[src/rtl/rb_pkg.sv]
package rb_pkg;
  typedef enum logic [1:0] {
    IOM_1BIT = 2'b00,
    IOM_2BIT = 2'b01,
    IOM_4BIT = 2'b10,
    IOM_RSVD = 2'b11
  } io_mode_e;

  typedef struct packed {
    logic sel_wr;
    logic ftw_wr;
    logic pow_wr;
  } wr_dec_t;
endpackage

[src/rtl/rb_update_sync.sv]
module rb_update_sync #(
  parameter int SYNC_STAGES = 2
) (
  input  logic clk,
  input  logic rst,
  input  logic async_in,
  output logic pulse
);
  logic [SYNC_STAGES-1:0] sync_q;
  logic                   prev_q;

  always_ff @(posedge clk) begin
    if (rst) begin
      sync_q <= '0;
      prev_q <= 1'b0;
    end else begin
      sync_q <= {sync_q[SYNC_STAGES-2:0], async_in};
      prev_q <= sync_q[SYNC_STAGES-1];
    end
  end

  // single-cycle pulse on the synchronized rising edge
  assign pulse = sync_q[SYNC_STAGES-1] & ~prev_q;
endmodule

[src/rtl/rb_channel.sv]
module rb_channel #(
  parameter int FTW_W   = 32,
  parameter int PHASE_W = 14,
  parameter int DATA_W  = 8
) (
  input  logic               clk,
  input  logic               rst,
  input  logic               sel,
  input  logic               ftw_wr,
  input  logic               pow_wr,
  input  logic [DATA_W-1:0]  wdata,
  input  logic               upd,
  output logic [FTW_W-1:0]   pend_ftw,
  output logic [PHASE_W-1:0] pend_pow,
  output logic [FTW_W-1:0]   act_ftw,
  output logic [PHASE_W-1:0] act_pow
);
  logic [FTW_W-1:0]   ftw_next;
  logic [PHASE_W-1:0] pow_next;

  // shift-in of a byte at the low end; wide words fill MSB first
  generate
    if (FTW_W > DATA_W) begin : g_ftw_shift
      assign ftw_next = {pend_ftw[FTW_W-DATA_W-1:0], wdata};
    end else begin : g_ftw_direct
      assign ftw_next = wdata[FTW_W-1:0];
    end
    if (PHASE_W > DATA_W) begin : g_pow_shift
      assign pow_next = {pend_pow[PHASE_W-DATA_W-1:0], wdata};
    end else begin : g_pow_direct
      assign pow_next = wdata[PHASE_W-1:0];
    end
  endgenerate

  always_ff @(posedge clk) begin
    if (rst) begin
      pend_ftw <= '0;
      pend_pow <= '0;
    end else if (sel) begin
      if (ftw_wr) pend_ftw <= ftw_next;
      if (pow_wr) pend_pow <= pow_next;
    end
  end

  // active copy takes the pending value held before this edge
  always_ff @(posedge clk) begin
    if (rst) begin
      act_ftw <= '0;
      act_pow <= '0;
    end else if (upd) begin
      act_ftw <= pend_ftw;
      act_pow <= pend_pow;
    end
  end
endmodule

[src/rtl/rb_read_mux.sv]
module rb_read_mux #(
  parameter int NUM_CH = 4,
  parameter int W      = 32
) (
  input  logic [NUM_CH-1:0]   en,
  input  logic [NUM_CH*W-1:0] words,
  output logic [W-1:0]        sel_word
);
  // lowest enabled channel wins; walk downward so it is assigned last
  always_comb begin
    sel_word = '0;
    for (int i = NUM_CH - 1; i >= 0; i--) begin
      if (en[i]) sel_word = words[i*W +: W];
    end
  end
endmodule

[src/rtl/rb_bcast_bank.sv]
module rb_bcast_bank
  import rb_pkg::*;
#(
  parameter int NUM_CH      = 4,
  parameter int FTW_W       = 32,
  parameter int PHASE_W     = 14,
  parameter int DATA_W      = 8,
  parameter int ADDR_W      = 8,
  parameter int RD_W        = 32,
  parameter int SYNC_STAGES = 2,
  parameter logic [ADDR_W-1:0] CSR_ADDR = 8'h00,
  parameter logic [ADDR_W-1:0] FTW_ADDR = 8'h04,
  parameter logic [ADDR_W-1:0] POW_ADDR = 8'h05
) (
  input  logic                      clk,
  input  logic                      rst,
  input  logic                      wr_valid,
  output logic                      wr_ready,
  input  logic [ADDR_W-1:0]         wr_addr,
  input  logic [DATA_W-1:0]         wr_data,
  input  logic [ADDR_W-1:0]         rd_addr,
  output logic [RD_W-1:0]           rd_data,
  input  logic                      upd_in,
  output logic [NUM_CH*FTW_W-1:0]   freq_o,
  output logic [NUM_CH*PHASE_W-1:0] phase_o,
  output logic [NUM_CH-1:0]         ch_en_o,
  output logic [1:0]                io_mode_o
);
  localparam int IOM_LSB = NUM_CH;
  localparam int CSR_W   = NUM_CH + 2;

  logic [NUM_CH-1:0]         en_q;
  io_mode_e                  iom_q;
  wr_dec_t                   dec;
  logic                      upd_pulse;
  logic [NUM_CH*FTW_W-1:0]   pend_ftw_all;
  logic [NUM_CH*PHASE_W-1:0] pend_pow_all;
  logic [FTW_W-1:0]          rd_ftw;
  logic [PHASE_W-1:0]        rd_pow;

  assign wr_ready = 1'b1;

  always_comb begin
    dec        = '0;
    dec.sel_wr = wr_valid && (wr_addr == CSR_ADDR);
    dec.ftw_wr = wr_valid && (wr_addr == FTW_ADDR);
    dec.pow_wr = wr_valid && (wr_addr == POW_ADDR);
  end

  // channel-select register: no staging, effective on the accepting edge
  always_ff @(posedge clk) begin
    if (rst) begin
      en_q  <= '1;
      iom_q <= IOM_1BIT;
    end else if (dec.sel_wr) begin
      en_q  <= wr_data[NUM_CH-1:0];
      iom_q <= io_mode_e'(wr_data[IOM_LSB +: 2]);
    end
  end

  assign ch_en_o   = en_q;
  assign io_mode_o = iom_q;

  rb_update_sync #(.SYNC_STAGES(SYNC_STAGES)) u_sync (
    .clk      (clk),
    .rst      (rst),
    .async_in (upd_in),
    .pulse    (upd_pulse)
  );

  generate
    for (genvar c = 0; c < NUM_CH; c++) begin : g_ch
      rb_channel #(
        .FTW_W   (FTW_W),
        .PHASE_W (PHASE_W),
        .DATA_W  (DATA_W)
      ) u_ch (
        .clk      (clk),
        .rst      (rst),
        .sel      (en_q[c]),
        .ftw_wr   (dec.ftw_wr),
        .pow_wr   (dec.pow_wr),
        .wdata    (wr_data),
        .upd      (upd_pulse),
        .pend_ftw (pend_ftw_all[c*FTW_W +: FTW_W]),
        .pend_pow (pend_pow_all[c*PHASE_W +: PHASE_W]),
        .act_ftw  (freq_o[c*FTW_W +: FTW_W]),
        .act_pow  (phase_o[c*PHASE_W +: PHASE_W])
      );
    end
  endgenerate

  rb_read_mux #(.NUM_CH(NUM_CH), .W(FTW_W)) u_rd_ftw (
    .en       (en_q),
    .words    (pend_ftw_all),
    .sel_word (rd_ftw)
  );

  rb_read_mux #(.NUM_CH(NUM_CH), .W(PHASE_W)) u_rd_pow (
    .en       (en_q),
    .words    (pend_pow_all),
    .sel_word (rd_pow)
  );

  always_comb begin
    if (rd_addr == CSR_ADDR)      rd_data = RD_W'({iom_q, en_q});
    else if (rd_addr == FTW_ADDR) rd_data = RD_W'(rd_ftw);
    else if (rd_addr == POW_ADDR) rd_data = RD_W'(rd_pow);
    else                          rd_data = '0;
  end

  logic [CSR_W-1:0] unused_csr_w;
  assign unused_csr_w = '0;
endmodule

[config.mk]
export PLATFORM = sky130hd
export DESIGN_NAME = rb_bcast_bank
export DESIGN_NICKNAME = d
export VERILOG_FILES = /design/src/rtl/rb_pkg.sv /design/src/rtl/rb_update_sync.sv /design/src/rtl/rb_channel.sv /design/src/rtl/rb_read_mux.sv /design/src/rtl/rb_bcast_bank.sv
export SDC_FILE = /design/constraint.sdc
export NUM_CORES = 1
export LEC_CHECK = 0
export BUFFER_PORTS_ARGS = -buffer_cell sky130_fd_sc_hd__buf_2
export CAP_MARGIN = 20
export CORE_MARGIN = 10
export CORE_UTILIZATION = 60
export DETAILED_ROUTE_END_ITERATION = 10
export PLACE_DENSITY = 0.91
export SYNTH_ARGS = -nofsm -noshare
export SYNTH_HDL_FRONTEND = slang
export SYNTH_SLANG_ARGS = --single-unit
[constraint.sdc]
create_clock -name clk -period 3.2 [get_ports clk]
set_clock_uncertainty 0.15 [all_clocks]
set_input_delay 0.32 -clock clk [delete_from_list [all_inputs] [get_ports clk]]
set_output_delay 0.32 -clock clk [all_outputs]
set_load 0.02 [all_outputs]
After elaboration in Yosys (flattened, before gate mapping)

Cells that the tools add are included.

Bitwise gates (word level): 2
Reductions and logical operators: 13
Muxes and demuxes: 11
Equality and inequality tests: 4

Operator list:

| operator                                                        | count |
|---|---|
| 32-bit 2-to-1 mux                                               | 6 |
| 14-bit 2-to-1 mux                                               | 5 |
| 8-bit by 3-bit == test with 1-bit output, second input constant | 4 |
| 8-bit zero test                                                 | 2 |
| 2-bit AND reduction                                             | 8 |
| 1-bit logical AND                                               | 3 |
| 1-bit bitwise AND                                               | 1 |
| 1-bit inverter                                                  | 1 |

Logic and storage cells: 50
Output and inout bits: 223
Flip-flop bits (word level): 377

Logic depth before layout (Yosys ltp)

Word-level depth: 7
Depth in mapped cells: 7
Mapped depth without buffers: 4

Hierarchy

From an unflattened synthesis, not the netlist that was laid out.

Cells, all modules: 1516
Area total of the unflattened synthesis: 15852.7 um2

By module, submodules not included:

| module                 | cells an instance | instances | sequential area each (um2) | area each (um2) |
|---|---|---|---|---|
| rb_channel             | 308               | 4         | 1841.8                     | 3414.5 |
| rb_read_mux (u_rd_ftw) | 119               | 1         | 0.0                        | 948.4 |
| rb_bcast_bank          | 103               | 1         | 120.1                      | 748.2 |
| rb_read_mux (u_rd_pow) | 55                | 1         | 0.0                        | 410.4 |
| rb_update_sync         | 7                 | 1         | 60.1                       | 87.6 |

Worst setup path after synthesis

OpenSTA, ideal clock, no wires.

Path type: flip-flop to output port
Start: register en_q[2], in the netlist ch_en_o[2]
End: output rd_data[13]
Slack: 0.865 ns
Stages on the path, launching flop included: 6
Arrival time: 1.865 ns
Path through: dfxtp_1 > clkbuf_1 > buf_1 > a221oi_1 > o31ai_1 > nor4bb_1

Longest elaborated chain between the ends: 6
Elaborated cells on any way between the ends: 9
Those cells by class: mux (9)

Ends and longest elaborated chain:

| item                           | line                 | text |
|---|---|---|
| start: declaration             | rb_bcast_bank.sv:32  | `logic [NUM_CH-1:0] en_q;` |
| start signal: assignment       | rb_bcast_bank.sv:56  | `en_q <= wr_data[NUM_CH-1:0];` |
| 14-bit 2-to-1 mux (3 in a row) | rb_read_mux.sv:13    | `if (en[i]) sel_word = words[i*W +: W];` |
| 14-bit 2-to-1 mux              | rb_bcast_bank.sv:108 | `else if (rd_addr == POW_ADDR) rd_data = RD_W'(rd_pow);` |
| 32-bit 2-to-1 mux *            | rb_bcast_bank.sv:107 | `else if (rd_addr == FTW_ADDR) rd_data = RD_W'(rd_ftw);` |
| 32-bit 2-to-1 mux *            | rb_bcast_bank.sv:106 | `if (rd_addr == CSR_ADDR) rd_data = RD_W'({iom_q, en_q});` |
| end: declaration               | rb_bcast_bank.sv:22  | `output logic [RD_W-1:0] rd_data,` |

Mark *: on every way between the ends. The rest lies on a longest branch, timed or not.

Worst setup path after layout

Start: register en_q[3], in the netlist ch_en_o[3]
End: output rd_data[13]

Longest elaborated chain between the ends: 7
Elaborated cells on any way between the ends: 11
Those cells by class: mux (11)

Ends and longest elaborated chain:

| item                           | line |
|---|---|
| 14-bit 2-to-1 mux (4 in a row) | rb_read_mux.sv:13 |
| 14-bit 2-to-1 mux              | rb_bcast_bank.sv:108 |
| 32-bit 2-to-1 mux *            | rb_bcast_bank.sv:107 |
| 32-bit 2-to-1 mux *            | rb_bcast_bank.sv:106 |

Marks and branches as above.

==> metrics <==
post-synth top area cell=dfxtp_1; Reg clk slew, reported paths=60 ps; crit path cell chain=nor2b_4 > a221oi_1 > o311a_1 > nor4bb_1 > buf_2; critical path type=reg -> out; max-slew violation count=0; startpoint types=register; Mapped Area=14800 sq um; initial core utilization=61.0%; CORE AREA=24300 sq um; Max-Cap Viols=0; post-synthesis sequential area ratio=50.9%; largest net degree at the start of global routing=185; Logic pwr share=2.4%; initial antenna violation count=1; CP Capture Type=primary output; Lkg Pwr=6.36 nW; clk sinks=377; Routed wire per std cell=just over 20 um; post-detailed-route count of antenna-violating nets=0; H-tree depth=2; Clk pwr share=48.3%; Flop pwr share=49.2%; WL final=approximately 50000 um; Net Sw Frac=21.0%; Die Ht=177 um; CTS tree=built; fillers=1819; Die ar.=31400 sq um; largest cells by area after synthesis=dfxtp_1, nand2_1, a21oi_1; Post-CTS Setup Bufs=0; status=finished clean; f_max=318 MHz; critical path required time=2730 ps; share of cells above drive strength 1=18.1%; CTS Buf Count=38; CTS max path bufs=3; die width=around 180 um; P_sw=2.00 mW; RSZ-0062 raised after global routing=false; library cells used by synthesis=41; DP HPWL=34400 um; Final Core Density=71.5%; Post-Syn Instances=1923; Slew headroom=between 30 and 40%; CP max-delay cell=dfxtp_1; final hold vios=0; Commonest cells post-synth=nand2_1, dfxtp_1, a21oi_1; Worst path depth=5; DR vias/cell=6.00; synth warn=0; post-layout min period=3140 ps; routability-driven placement congestion ratio=1.01; Layout Area Growth over Synthesis=17.2%; Final setup viols=0; Final Cycle Share=roughly 100%; total global-route track usage=29.8%; Mapped Nets=between 1.5k and 2k; Power Density=549 nW/um^2; nets=2103; number of synthesized flops with an enable pin=0; setup total negative slack=0 ps; Buf/Inv on CP=1; Worst Path Arrival=2670 ps; number of port buffers=249; first-pass GRT wire length=74900 um; most common cell in the synthesized netlist=nand2_1; initial DRC count=2106; drt pass-1 iters=7; grt ovf=0; DRC=0; Row Count=57; I/O pin total=between 200 and 300; share of synthesized registers carrying an async set or reset=0%; Largest stage delay, worst path=560 ps; Int Pwr=between 7 and 8 mW; Peak VDD IR=about 0.41 mV; Reg2Reg Depth=5; hold path cells=3; via count=14.6k; area share of the largest cell type after synthesis=50.9%; Worst Path Max Fanout=10; Avg Inst Size Synth=7.71 sq um; worst-skew pair later-pin latency=between 500 and 600 ps; Min-Delay Path Class=in -> reg; dominant synthesized flop cell=dfxtp_1; FF+latch count, synth=377; number of global-route vias before repair=13.4k; CP delay by family, top=simple AND/OR/NAND/NOR gates; Root Buffer=clkbuf_16; Worst Tran Pin Value=between 900 and 1000 ps
==> cell type report <==
cell class                 count  area, sq um  share of cell area [%]
clock buffer                  52         1140                    6.54
multi-input combinational   1371         6540                    37.6
inverter                      10         37.5                   0.216
timing repair buffer         277         1530                    8.81
antenna                        2         5.00                  0.0288
tap                          324          405                    2.33
sequential                   377         7550                    43.4
clock inverter                12          174                    1.00
==> what timing repair did <==
action,CTS,global route
resized for setup,1,0
hold endpoints to repair,1,0
hold buffers,1,0
setup endpoints to repair,2,0
==> registers in the layout, indices dropped and copies added (netlist names) <==
name	cells
u_sync.prev_q	1
io_mode_o	2
g_ch.u_ch.act_pow	56
g_ch.u_ch.act_ftw	128
u_sync.sync_q	2
ch_en_o	4
g_ch.u_ch.pend_pow	56
g_ch.u_ch.pend_ftw	128
==> worst reg2reg max path: cells and delay by family, from the launching register on <==
kind | cells | cell delay [ps]
buffers and inverters | 2 | 620
flip-flops | 1 | 590
AO/OA/AOI/OAI | 1 | 200
AND/OR/NAND/NOR | 2 | 840
==> stage by stage <==
step                      setup WS, ps  std cells  cell area [sq um]  total power, mW  hold slack (ps)
final                             56.2       2425              17400             9.55             33.4
after global routing              29.1       2424              17400             9.75             37.1
after CTS                          120       2423              17400             9.55             17.2
after detailed placement           535       2358              16100             5.03              285
after global placement             617       2358              16100             5.03              282
after floorplan                    865       1923              14800             4.96              264
==> path summary, 6_finish.rpt <==
kind | slack, ps | from | endpoint
max | 60 | ch_en_o[3] | rd_data[13]
min | 30 | wr_data[1] | g_ch[3].u_ch.pend_ftw[1]
max reg2reg | 710 | ch_en_o[0] | g_ch[0].u_ch.pend_pow[5]
min reg2reg | 300 | g_ch[3].u_ch.act_pow[11] | g_ch[3].u_ch.act_pow[11]
==> logic make-up (layout without fill, tap and decap cells) <==
kind of cell	Yosys count	after routing	share of synthesized area, %
compound gates	487	487	19.3
simple gates	881	881	24.4
flops	377	377	50.9
mux	2	2	0.135
other cells	1	3	0.0253
buf+inv	175	351	5.18
==> per-layer routing <==
layer	global-route usage [%]	routed length, um	share of wire [%]	up-vias
met1	40.9	19300	39	6831
met5	0	0	0	-
met3	6.29	6220	13	107
li1	-	-	-	6676
met4	10.2	1380	2.8	0
met2	45.8	22100	45	943
==> power groups by stage <==
stage          combinational [mW]  clock [mW]  sequential [mW]
2_1_floorplan               0.162           0             4.80
3_3_place_gp                0.223           0             4.80
3_5_place_dp                0.225           0             4.80
4_1_cts                     0.227        4.63             4.70
5_1_grt                     0.248        4.81             4.70
6_report                    0.234        4.62             4.70
==> layout by cell type (no fill, tap or decap), types with 10 or more instances in the layout <==
cell and instances:
nor2_1 10, buf_4 22, a21oi_1 360, buf_2 248, a211o_1 10, a221o_1 16, a221oi_1 28, nand2_1 775
nor2b_1 25, a21oi_2 29, nand3_1 19, o31ai_1 15, nand2b_1 18, clkbuf_16 41, dfxtp_1 375
Power figures use the tool's default switching activity.
